**config.mk**
```make
export PLATFORM = sky130hd
export DESIGN_NAME = pixel_chan_extract
export DESIGN_NICKNAME = d
export VERILOG_FILES = /design/src/rtl/pce_pkg.sv /design/src/rtl/pce_mask_scan.sv /design/src/rtl/pce_word_prep.sv /design/src/rtl/pce_chan_order.sv /design/src/rtl/pixel_chan_extract.sv
export SDC_FILE = /design/constraint.sdc
export NUM_CORES = 1
export LEC_CHECK = 0
export ABC_AREA = 1
export BUFFER_PORTS_ARGS = -buffer_cell sky130_fd_sc_hd__buf_2
export CAP_MARGIN = 20
export CELL_PAD_IN_SITES_DETAIL_PLACEMENT = 1
export CELL_PAD_IN_SITES_GLOBAL_PLACEMENT = 1
export CORE_MARGIN = 2
export CORE_UTILIZATION = 37
export DETAILED_ROUTE_END_ITERATION = 10
export PLACE_DENSITY = 0.74
export SETUP_SLACK_MARGIN = 0.5
export SLEW_MARGIN = 0
export SYNTH_ARGS = -nofsm -noshare
export SYNTH_HDL_FRONTEND = slang
export SYNTH_SLANG_ARGS = --single-unit
```
**constraint.sdc**
```tcl
create_clock -name clk -period 4.3 [get_ports clk]
set_input_delay 1.075 -clock clk [delete_from_list [all_inputs] [get_ports clk]]
set_output_delay 1.075 -clock clk [all_outputs]
set_load 0.03 [all_outputs]
```
**src/rtl/pce_pkg.sv**
```systemverilog
package pce_pkg;

  localparam int unsigned NUM_CH = 3;

  // Depth values the block accepts, bounded by the pixel word width.
  function automatic logic depth_ok(input int bpp, input int pix_w);
    logic hit;
    hit = (bpp == 1) || (bpp == 2) || (bpp == 4) || (bpp == 8) ||
          (bpp == 15) || (bpp == 16) || (bpp == 24) || (bpp == 32);
    return hit && (bpp <= pix_w);
  endfunction

  // Bytes a pixel occupies for a given depth.
  function automatic int container_bytes(input int bpp);
    if (bpp <= 8)       return 1;
    else if (bpp <= 16) return 2;
    else if (bpp <= 24) return 3;
    else                return 4;
  endfunction

endpackage

```
**src/rtl/pce_mask_scan.sv**
```systemverilog
module pce_mask_scan #(
  parameter int unsigned PIX_W = 32,
  parameter int unsigned SH_W  = $clog2(PIX_W + 1)
) (
  input  logic            clk,
  input  logic            rst_n,
  input  logic            start,
  input  logic            step,
  input  logic            mask_bit,
  output logic [SH_W-1:0] shift_o,
  output logic [SH_W-1:0] width_o
);

  logic [SH_W-1:0] zeros_q;
  logic [SH_W-1:0] ones_q;
  logic            seen_q;

  always_ff @(posedge clk or negedge rst_n) begin
    if (!rst_n) begin
      zeros_q <= '0;
      ones_q  <= '0;
      seen_q  <= 1'b0;
    end else if (start) begin
      zeros_q <= '0;
      ones_q  <= '0;
      seen_q  <= 1'b0;
    end else if (step) begin
      if (mask_bit) begin
        ones_q <= ones_q + 1'b1;
        seen_q <= 1'b1;
      end else if (!seen_q) begin
        zeros_q <= zeros_q + 1'b1;
      end
    end
  end

  // An empty mask leaves the zero counter at full scale; report 0 instead.
  assign shift_o = (ones_q == '0) ? '0 : zeros_q;
  assign width_o = ones_q;

  assert_field_fits_R2: assert property (@(posedge clk) disable iff (!rst_n)
    (!step && !start) |-> ({1'b0, shift_o} + {1'b0, width_o}) <= (SH_W + 1)'(PIX_W));

  assert_width_monotonic_R2: assert property (@(posedge clk) disable iff (!rst_n)
    (step && !start) |=> (width_o >= $past(width_o)));

endmodule

```
**src/rtl/pce_word_prep.sv**
```systemverilog
module pce_word_prep
  import pce_pkg::*;
#(
  parameter int unsigned PIX_W = 32,
  parameter int unsigned BPP_W = $clog2(PIX_W + 1)
) (
  input  logic [PIX_W-1:0] pix_i,
  input  logic [BPP_W-1:0] bpp_i,
  input  logic             msb_first_i,
  output logic [PIX_W-1:0] word_o
);

  localparam int unsigned NB = PIX_W / 8;

  int              nbytes;
  logic [PIX_W-1:0] swapped;
  logic [PIX_W-1:0] keep;

  assign nbytes = container_bytes(int'(bpp_i));

  always_comb begin
    swapped = '0;
    for (int i = 0; i < NB; i++) begin
      if (!msb_first_i) begin
        swapped[i*8 +: 8] = pix_i[i*8 +: 8];
      end else begin
        for (int j = 0; j < NB; j++) begin
          if ((i < nbytes) && (j == nbytes - 1 - i))
            swapped[i*8 +: 8] = pix_i[j*8 +: 8];
        end
      end
    end
  end

  always_comb begin
    for (int k = 0; k < PIX_W; k++)
      keep[k] = (k < int'(bpp_i));
  end

  assign word_o = swapped & keep;

endmodule

```
**src/rtl/pce_chan_order.sv**
```systemverilog
module pce_chan_order #(
  parameter int unsigned SH_W = 6
) (
  input  logic [2:0][SH_W-1:0] shift_i,
  output logic [2:0][1:0]      rank_o
);

  always_comb begin
    for (int c = 0; c < 3; c++) begin
      rank_o[c] = 2'd0;
      for (int o = 0; o < 3; o++) begin
        if (o != c) begin
          if ((shift_i[o] < shift_i[c]) || ((shift_i[o] == shift_i[c]) && (o < c)))
            rank_o[c] = rank_o[c] + 2'd1;
        end
      end
    end
  end

endmodule

```
**src/rtl/pixel_chan_extract.sv**
```systemverilog
module pixel_chan_extract
  import pce_pkg::*;
#(
  parameter int unsigned PIX_W = 32,
  parameter int unsigned CH_W  = 8,
  parameter int unsigned SH_W  = $clog2(PIX_W + 1),
  parameter int unsigned BPP_W = $clog2(PIX_W + 1)
) (
  input  logic             clk,
  input  logic             rst_n,
  input  logic             cfg_we,
  input  logic [PIX_W-1:0] cfg_mask_red,
  input  logic [PIX_W-1:0] cfg_mask_grn,
  input  logic [PIX_W-1:0] cfg_mask_blu,
  input  logic [BPP_W-1:0] cfg_bpp,
  input  logic             cfg_msb_first,
  input  logic             in_valid,
  output logic             in_ready,
  input  logic [PIX_W-1:0] in_pix,
  output logic             out_valid,
  input  logic             out_ready,
  output logic [CH_W-1:0]  out_red,
  output logic [CH_W-1:0]  out_grn,
  output logic [CH_W-1:0]  out_blu,
  output logic [SH_W-1:0]  shift_red,
  output logic [SH_W-1:0]  shift_grn,
  output logic [SH_W-1:0]  shift_blu,
  output logic [SH_W-1:0]  width_red,
  output logic [SH_W-1:0]  width_grn,
  output logic [SH_W-1:0]  width_blu,
  output logic [1:0]       rank_red,
  output logic [1:0]       rank_grn,
  output logic [1:0]       rank_blu
);

  localparam int unsigned IDX_W = $clog2(PIX_W);

  // Configuration state
  logic [2:0][PIX_W-1:0] msk_q;
  logic [BPP_W-1:0]      bpp_q;
  logic                  msb_q;
  logic                  busy_q;
  logic [IDX_W-1:0]      idx_q;

  always_ff @(posedge clk or negedge rst_n) begin
    if (!rst_n) begin
      msk_q  <= '0;
      bpp_q  <= BPP_W'(PIX_W);
      msb_q  <= 1'b0;
      busy_q <= 1'b0;
      idx_q  <= '0;
    end else if (cfg_we) begin
      msk_q  <= {cfg_mask_blu, cfg_mask_grn, cfg_mask_red};
      bpp_q  <= cfg_bpp;
      msb_q  <= cfg_msb_first;
      busy_q <= 1'b1;
      idx_q  <= '0;
    end else if (busy_q) begin
      if (idx_q == IDX_W'(PIX_W - 1)) busy_q <= 1'b0;
      idx_q <= idx_q + 1'b1;
    end
  end

  // Per-channel mask scanners
  logic [2:0][SH_W-1:0] shift_a;
  logic [2:0][SH_W-1:0] width_a;

  for (genvar c = 0; c < NUM_CH; c++) begin : g_scan
    pce_mask_scan #(
      .PIX_W (PIX_W),
      .SH_W  (SH_W)
    ) i_scan (
      .clk      (clk),
      .rst_n    (rst_n),
      .start    (cfg_we),
      .step     (busy_q),
      .mask_bit (msk_q[c][idx_q]),
      .shift_o  (shift_a[c]),
      .width_o  (width_a[c])
    );
  end

  // Pixel word preparation
  logic [PIX_W-1:0] word;

  pce_word_prep #(
    .PIX_W (PIX_W),
    .BPP_W (BPP_W)
  ) i_prep (
    .pix_i       (in_pix),
    .bpp_i       (bpp_q),
    .msb_first_i (msb_q),
    .word_o      (word)
  );

  // Channel order
  logic [2:0][1:0] rank_a;

  pce_chan_order #(
    .SH_W (SH_W)
  ) i_order (
    .shift_i (shift_a),
    .rank_o  (rank_a)
  );

  // Field extraction
  logic [2:0][CH_W-1:0] val_a;

  for (genvar c = 0; c < NUM_CH; c++) begin : g_field
    logic [PIX_W-1:0] fld;
    always_comb begin
      fld      = (word & msk_q[c]) >> shift_a[c];
      val_a[c] = (width_a[c] == '0) ? '0 : fld[CH_W-1:0];
    end
  end

  // Stream control
  logic depth_good;
  logic in_fire;

  assign depth_good = depth_ok(int'(bpp_q), PIX_W);
  assign in_ready   = !busy_q && depth_good && (!out_valid || out_ready);
  assign in_fire    = in_valid && in_ready;

  always_ff @(posedge clk or negedge rst_n) begin
    if (!rst_n) begin
      out_valid <= 1'b0;
      out_red   <= '0;
      out_grn   <= '0;
      out_blu   <= '0;
    end else if (in_fire) begin
      out_valid <= 1'b1;
      out_red   <= val_a[0];
      out_grn   <= val_a[1];
      out_blu   <= val_a[2];
    end else if (out_ready) begin
      out_valid <= 1'b0;
    end
  end

  assign shift_red = shift_a[0];
  assign shift_grn = shift_a[1];
  assign shift_blu = shift_a[2];
  assign width_red = width_a[0];
  assign width_grn = width_a[1];
  assign width_blu = width_a[2];
  assign rank_red  = rank_a[0];
  assign rank_grn  = rank_a[1];
  assign rank_blu  = rank_a[2];

  // Checks on the block's own behaviour
  assert_cfg_blocks_input_R9: assert property (@(posedge clk) disable iff (!rst_n)
    cfg_we |=> !in_ready);

  assert_out_hold_R10: assert property (@(posedge clk) disable iff (!rst_n)
    (out_valid && !out_ready) |=>
      (out_valid && $stable(out_red) && $stable(out_grn) && $stable(out_blu)));

  assert_rank_distinct_R8: assert property (@(posedge clk) disable iff (!rst_n)
    (rank_red != rank_grn) && (rank_red != rank_blu) && (rank_grn != rank_blu));

  assert_empty_mask_zero_R4: assert property (@(posedge clk) disable iff (!rst_n)
    (in_fire && (width_red == '0)) |=> (out_red == '0));

  assert_depth15_top_clear_R6: assert property (@(posedge clk) disable iff (!rst_n)
    (bpp_q == BPP_W'(15)) |-> (word[PIX_W-1:15] == '0));

endmodule

```
# Word-level counts from Yosys, hierarchy flattened
# Cells that the tools add are included.
[word_totals] register_bits=173 out_inout_bits=68 elab_cells=247
[classes] addsub=14 magnitude_cmp=47 n_eq_ne=30 n_shift=3 n_mux=78 bitwise=4 reduce_logical=51
[ops] cell="3-bit by 32-bit == test with 1-bit output, first input constant" n=8
[ops] cell="8-bit 2-to-1 mux" n=23
[ops] cell="6-bit 2-to-1 mux" n=24
[ops] cell="32-bit AND" n=4
[ops] cell="2-bit by 32-bit == test with 1-bit output, first input constant" n=4
[ops] cell="32-bit zero test" n=4
[ops] cell="5-bit by 6-bit < comparator with 1-bit output, first input constant" n=16
[ops] cell="32-bit by 6-bit right shift with 8-bit output" n=3
[ops] cell="3-bit by 32-bit < comparator with 1-bit output, first input constant" n=2
[ops] cell="32-bit 2-to-1 mux" n=2
[ops] cell="32-bit by 2-bit subtractor with 32-bit output, second input constant" n=2
[ops] cell="32-bit by 3-bit subtractor with 32-bit output, second input constant" n=2
[ops] cell="4-bit by 6-bit < comparator with 1-bit output, first input constant" n=8
[ops] cell="6-bit by 1-bit adder with 6-bit output, second input constant" n=6
[ops] cell="6-bit < comparator" n=6
[ops] cell="1-bit by 32-bit < comparator with 1-bit output, first input constant" n=1
[ops] cell="2-bit by 32-bit < comparator with 1-bit output, first input constant" n=1
[ops] cell="3-bit by 6-bit < comparator with 1-bit output, first input constant" n=4
[ops] cell="1-bit logical AND" n=20
[ops] cell="1-bit 2-to-1 mux" n=20
[ops] cell="6-bit == test" n=3
[ops] cell="6-bit == test, second input constant" n=3
[ops] cell="6-bit zero test" n=3
[ops] cell="1-bit binary-select mux with 5-bit select" n=3
[ops] cell="other kinds (22)" n=55

# Logic depth before layout (Yosys ltp)
[depth] depth_word=17 ltp_mapped=29 mapped_depth_nobuf=29

# Modules after synthesis
# From an unflattened synthesis, not the netlist that was laid out.
[hier_totals] hier_cells=2658 area_unflattened_um2=16149.2
[by_module_without_submodules] module="pixel_chan_extract" n_inst=1 cells_each=1820 area_each_um2=11110.7 seq_area_each_um2=3354.5
[by_module_without_submodules] module="pce_word_prep" n_inst=1 cells_each=455 area_each_um2=2282.2 seq_area_each_um2=0.0
[by_module_without_submodules] module="pce_mask_scan" n_inst=3 cells_each=94 area_each_um2=724.4 seq_area_each_um2=325.3
[by_module_without_submodules] module="pce_chan_order" n_inst=1 cells_each=101 area_each_um2=583.1 seq_area_each_um2=0.0

# Worst setup path before layout
# OpenSTA, ideal clock, no wires.
[synth_path] path_type="reg2reg" start="register bpp_q[5]" end="register out_red[4]" setup_time_ns=0.065 arrival_ns=4.173 path_slack_ns=0.062 stages_incl_launch_ff=30 synth_period_minus_slack_ns=4.238 path_cell_list="dfstp_2 -> inv_2 -> nand2_4 -> inv_2 -> nand2_4 -> nand2_4 -> buf_2 -> nor2_1 -> inv_1 -> ha_1 -> ha_1 -> ha_1 -> or2_2 -> nor2_1 -> nand2_2 -> a21oi_4 -> nand2_1 -> nand3_1 -> nand2_1 -> a21boi_4 -> nand3_1 -> nand3_1 -> nand3_1 -> nand2_1 -> inv_1 -> nand2_1 -> nand2_1 -> nand2_1 -> nand3_1 -> nand2_1"
[synth_via] elab_chain_len=17 elab_cells_between_ends=122
[synth_lines] element="start: declaration" line_no="pixel_chan_extract.sv:40" text="logic [BPP_W-1:0] bpp_q;"
[synth_lines] element="start signal: assignment" line_no="pixel_chan_extract.sv:48" text="bpp_q <= BPP_W'(PIX_W);"
[synth_lines] element="start signal: assignment" line_no="pixel_chan_extract.sv:54" text="bpp_q <= cfg_bpp;"
[synth_lines] element="6-bit by 5-bit less-or-equal comparator with 1-bit output" line_no="pce_pkg.sv:17" text="else if (bpp <= 24) return 3;"
[synth_lines] element="3-bit 2-to-1 mux" line_no="pce_pkg.sv:17"
[synth_lines] element="32-bit 2-to-1 mux" line_no="pce_pkg.sv:16" text="else if (bpp <= 16) return 2;"
[synth_lines] element="32-bit 2-to-1 mux" line_no="pce_pkg.sv:15" text="if (bpp <= 8) return 1;"
[synth_lines] element="32-bit by 2-bit subtractor with 32-bit output" line_no="pce_word_prep.sv:28" text="if ((i < nbytes) && (j == nbytes - 1 - i))"
[synth_lines] element="32-bit by 2-bit subtractor with 32-bit output / 32-bit by 3-bit subtractor with 32-bit output (equally long branches)" line_no="pce_word_prep.sv:28"
[synth_lines] element="32-bit zero test" line_no="pce_word_prep.sv:28"
[synth_lines] element="1-bit logical AND" line_no="pce_word_prep.sv:28"
[synth_lines] element="8-bit 2-to-1 mux (4 in series)" line_no="pce_word_prep.sv:28"
[synth_lines] element="8-bit 2-to-1 mux" line_no="pce_word_prep.sv:24" text="if (!msb_first_i) begin"
[synth_lines] element="32-bit AND" line_no="pce_word_prep.sv:40" text="assign word_o = swapped & keep;"
[synth_lines] element="32-bit AND" line_no="pixel_chan_extract.sv:112" text="fld = (word & msk_q[c]) >> shift_a[c];"
[synth_lines] element="32-bit by 6-bit right shift with 8-bit output" line_no="pixel_chan_extract.sv:112"
[synth_lines] element="8-bit 2-to-1 mux" line_no="pixel_chan_extract.sv:113" text="val_a[c] = (width_a[c] == '0) ? '0 : fld[CH_W-1:0];"
[synth_lines] element="end signal: assignment" line_no="pixel_chan_extract.sv:133" text="out_red <= val_a[0];"
[synth_lines] element="end: declaration" line_no="pixel_chan_extract.sv:22" text="output logic [CH_W-1:0] out_red,"
# Several ways; a longest one is shown, not always the timed one.
# A chain may end at the register's enable or synchronous reset.

# Final worst setup path
[layout_path] start="register bpp_q[5]" end="register out_grn[4]"
[layout_via] elab_chain_len=17 elab_cells_between_ends=122
[layout_lines] element="6-bit by 5-bit less-or-equal comparator with 1-bit output" line_no="pce_pkg.sv:17"
[layout_lines] element="3-bit 2-to-1 mux" line_no="pce_pkg.sv:17"
[layout_lines] element="32-bit 2-to-1 mux" line_no="pce_pkg.sv:16"
[layout_lines] element="32-bit 2-to-1 mux" line_no="pce_pkg.sv:15"
[layout_lines] element="32-bit by 2-bit subtractor with 32-bit output" line_no="pce_word_prep.sv:28"
[layout_lines] element="32-bit by 2-bit subtractor with 32-bit output / 32-bit by 3-bit subtractor with 32-bit output (equally long branches)" line_no="pce_word_prep.sv:28"
[layout_lines] element="32-bit zero test" line_no="pce_word_prep.sv:28"
[layout_lines] element="1-bit logical AND" line_no="pce_word_prep.sv:28"
[layout_lines] element="8-bit 2-to-1 mux (4 in series)" line_no="pce_word_prep.sv:28"
[layout_lines] element="8-bit 2-to-1 mux" line_no="pce_word_prep.sv:24"
[layout_lines] element="32-bit AND" line_no="pce_word_prep.sv:40"
[layout_lines] element="32-bit AND" line_no="pixel_chan_extract.sv:112"
[layout_lines] element="32-bit by 6-bit right shift with 8-bit output" line_no="pixel_chan_extract.sv:112"
[layout_lines] element="8-bit 2-to-1 mux" line_no="pixel_chan_extract.sv:113"
[layout_lines] element="end signal: assignment" line_no="pixel_chan_extract.sv:134" text="out_grn <= val_a[1];"
[layout_lines] element="end: declaration" line_no="pixel_chan_extract.sv:23" text="output logic [CH_W-1:0] out_grn,"
# Several ways; a longest one is shown, not always the timed one.

==> flow_summary.ini <==
[outcome]
outcome = finished clean

[floorplan]
ios = 208
die_y_um = 204
initial_core_util_pct = 37.4
rows = 73
dieArea_um2 = 41600
dieWidth_um = 204
core_um2 = 39600

[clock_tree]
h-tree-depth = 4
cts_tree = done
clock_latency_ns = 0.47
cts_root_buf = clkbuf_16
clk_pin_slew_ns = 0.08
clock_sinks = 173
numCtsBuffers = 17
cts.path.max_buffers = 2

[synthesis]
synth_top_area_share_pct = 29.1
synthArstFlopShare_pct = 100
synth_nets = 2501
syn_avg_cell_area_um2 = 6.38
ys_seq_area_share_pct = 29.2
ys_ff_latch = 173
synth_cell_types = 48
synth.most_common_cell = nand2_1
synthTopCellsByArea = dfrtp_1, nand3_1, nand2_1, nand4_1, o21ai_0
synthTopCellsByCount = nand2_1, nand3_1, nand4_1, inv_1, dfrtp_1
synth_edf_count = 0
yosysTopAreaCell = dfrtp_1
yosys_warnings = 0
ys.flop_type = dfrtp_1
syn_area_um2 = 14800
syn_inst = 2321

[cells_and_area]
stdcell_count = 3092
syn2layout_area_growth_pct = 27.3
postLayoutCoreUtil_pct = 47.6
final_nets = 2733
drive_gt1_share_pct = 24.6

[sta]
tns_ns = 0
finalClockSkew_ns = 0.0148
timing.fmax_mhz = 248
rsz0062_at_grt = true
layout_min_cycle_time_ns = 4.03
slew_headroom_pct = 35.4
setup_violations = 0
slew_violations = 0
hold_viol_final = 0
final.period_utilization_pct = 93.7
tightestPinTransition_ns = 0.969

[min_path]
hold_class = reg2reg
hold_depth = 2
hp-start = out_red[6]
min_to = out_red[6]

[routing]
drt_iter0_drc = 1835
dr.pass1.iters = 5
ant_nets = 0
num_vias = 18700
viasPerCell = 6.06
routed_wirelength_um = 78000
wl_per_cell_um = 25.2
drc_errors = 0

[placement]
gp_congestion = 1.00
dp.cells = 3004
dpl.hpwl_um = 60200
io_buffers = 207

[global_route]
antenna_found_initial = 2
grt_pass1_vias = 18400
grt_pass1_wl_um = 115000
grt_overflow_total = 0
grt_max_degree = 93
track_usage_pct = 36.9

[critical_path]
worstPathRequired_ns = 4.66
rr_startpoint = bpp_q[5]
cp-start-kind = register
critPathCaptureType = register
r2r_slack_ns = 0.27
setup.worst_path.class = reg2reg
timing.rr.end = out_grn[4]
crit_path_max_fanout = 11
r2r_cells = 27
arrival_ns = 4.39

[pwr]
p_sw_w = 0.00328
ir_drop_mv = 0.286
p_int_w = 0.00385
p_seq_share_pct = 27.8
clockPowerShare_pct = 24.5
comb_power_share_pct = 47.7
p_leak_nw = 9.21
powerDensity_nw_per_um2 = 378
sw_frac_of_total_pct = 46.0

[job]
cap_violations = 0
critical path: stages, from the launching register on:
cell,delay (ns)
dfstp_2,0.58
inv_6,0.07
nand2_4,0.07
nor2_4,0.04
nor2_2,0.12
buf_6,0.14
nand2_4,0.06
nand2_4,0.08
inv_4,0.04
ha_4,0.16
ha_4,0.29
ha_4,0.19
or2_4,0.24
nor2_4,0.15
buf_6,0.12
nand3_2,0.10
buf_8,0.17
o21ai_2,0.11
o21bai_1,0.13
nand3_2,0.22
nand4_1,0.19
nand3_2,0.11
nand3_1,0.12
nand3_1,0.10
nand2_2,0.12
nand2_1,0.07
nand3_1,0.07
nand2_1,0.06
cell type report:
class | count | area [um2]
Antenna cell | 2 | 5.00
Clock buffer | 19 | 443
Clock inverter | 12 | 179
Fill cell | 5227 | 20800
Inverter | 214 | 851
Multi-Input combinational cell | 1812 | 10200
Sequential cell | 173 | 4340
Tap cell | 525 | 657
Timing Repair Buffer | 335 | 2190
registers in the layout (all words and copies together) (netlist names):
name                   count
msk_q                     96
out_red                    8
out_grn                    8
msb_q                      1
bpp_q                      6
out_valid                  1
g_scan.i_scan.seen_q       3
busy_q                     1
g_scan.i_scan.zeros_q     18
out_blu                    8
g_scan.i_scan.width_o     18
idx_q                      5
cells in the final DEF (no fill, tap or decap), types with 19 or more instances in the layout:
cell type  Yosys  routed
nand3_1      500     441
buf_4          6     109
nand2_2       18      37
nand2_4        6      27
a21oi_1       94      81
o21ai_0      164     154
nand2_1      580     536
dfrtp_1      172     164
buf_2         37     199
nor3_1        23      19
nand4_1      203     203
inv_2         10      22
ha_1          40      20
nor2_1        93      79
nand3_2        6      60
inv_1        200     177
layer usage:
metal  part of all wire (%)  routed length (um)  GRT usage, %
met5                      0                   0             0
met1                     45               35100          53.0
met4                    3.5                2690          12.3
met2                     42               32800          53.2
met3                    9.4                7330          9.77
worst max path at each step:
stage | start | end | slack (ns) | cells past startpoint
5_1_grt | bpp_q[0] | out_red[4] | 0.12 | 27
4_1_cts | g_scan[1].i_scan.width_o[3] | rank_blu[0] | 0.42 | 11
3_3_place_gp | bpp_q[5] | out_red[6] | 0.13 | 25
3_5_place_dp | bpp_q[5] | out_red[7] | -0.0003 | 27
2_1_floorplan | bpp_q[5] | out_blu[6] | 0.51 | 27
6_report | bpp_q[5] | out_grn[4] | 0.27 | 27
logic make-up after synthesis:
| family | share of synthesized area, % |
|---|---|
| compound gates | 12.2 |
| buf+inv | 9.11 |
| simple gates | 45.8 |
| xor+xnor | 0.296 |
| fa+ha+maj | 3.38 |
| flops | 29.2 |
power by group through the flow:
stage          Sequential [W]  Combinational [W]  Clock, W
6_report              0.00198            0.00340   0.00175
3_5_place_dp          0.00199            0.00274         0
5_1_grt               0.00199            0.00366   0.00182
4_1_cts               0.00196            0.00312   0.00175
3_3_place_gp          0.00199            0.00269         0
2_1_floorplan         0.00189            0.00178         0
repair_timing:
item | CTS | global route
setup endpoints to repair | 33 | 31
cloned | 1 | 0
gates resized for setup | 166 | 118
buffers inserted | 43 | 11
hold buffers | 0 | 0
pin swaps | 92 | 66
through the flow:
step	power [W]	cell area [um2]	hold slack [ns]	setup slack, ns
finish	0.00713	18900	0.472	0.272
global route	0.00747	18900	0.502	0.125
detailed placement	0.00473	16700	0.463	-0.000252
CTS	0.00684	18300	0.483	0.420
global placement	0.00467	16700	0.460	0.134
floorplan	0.00367	14900	0.456	0.510
Note: power is estimated with default switching activity, not from simulation.
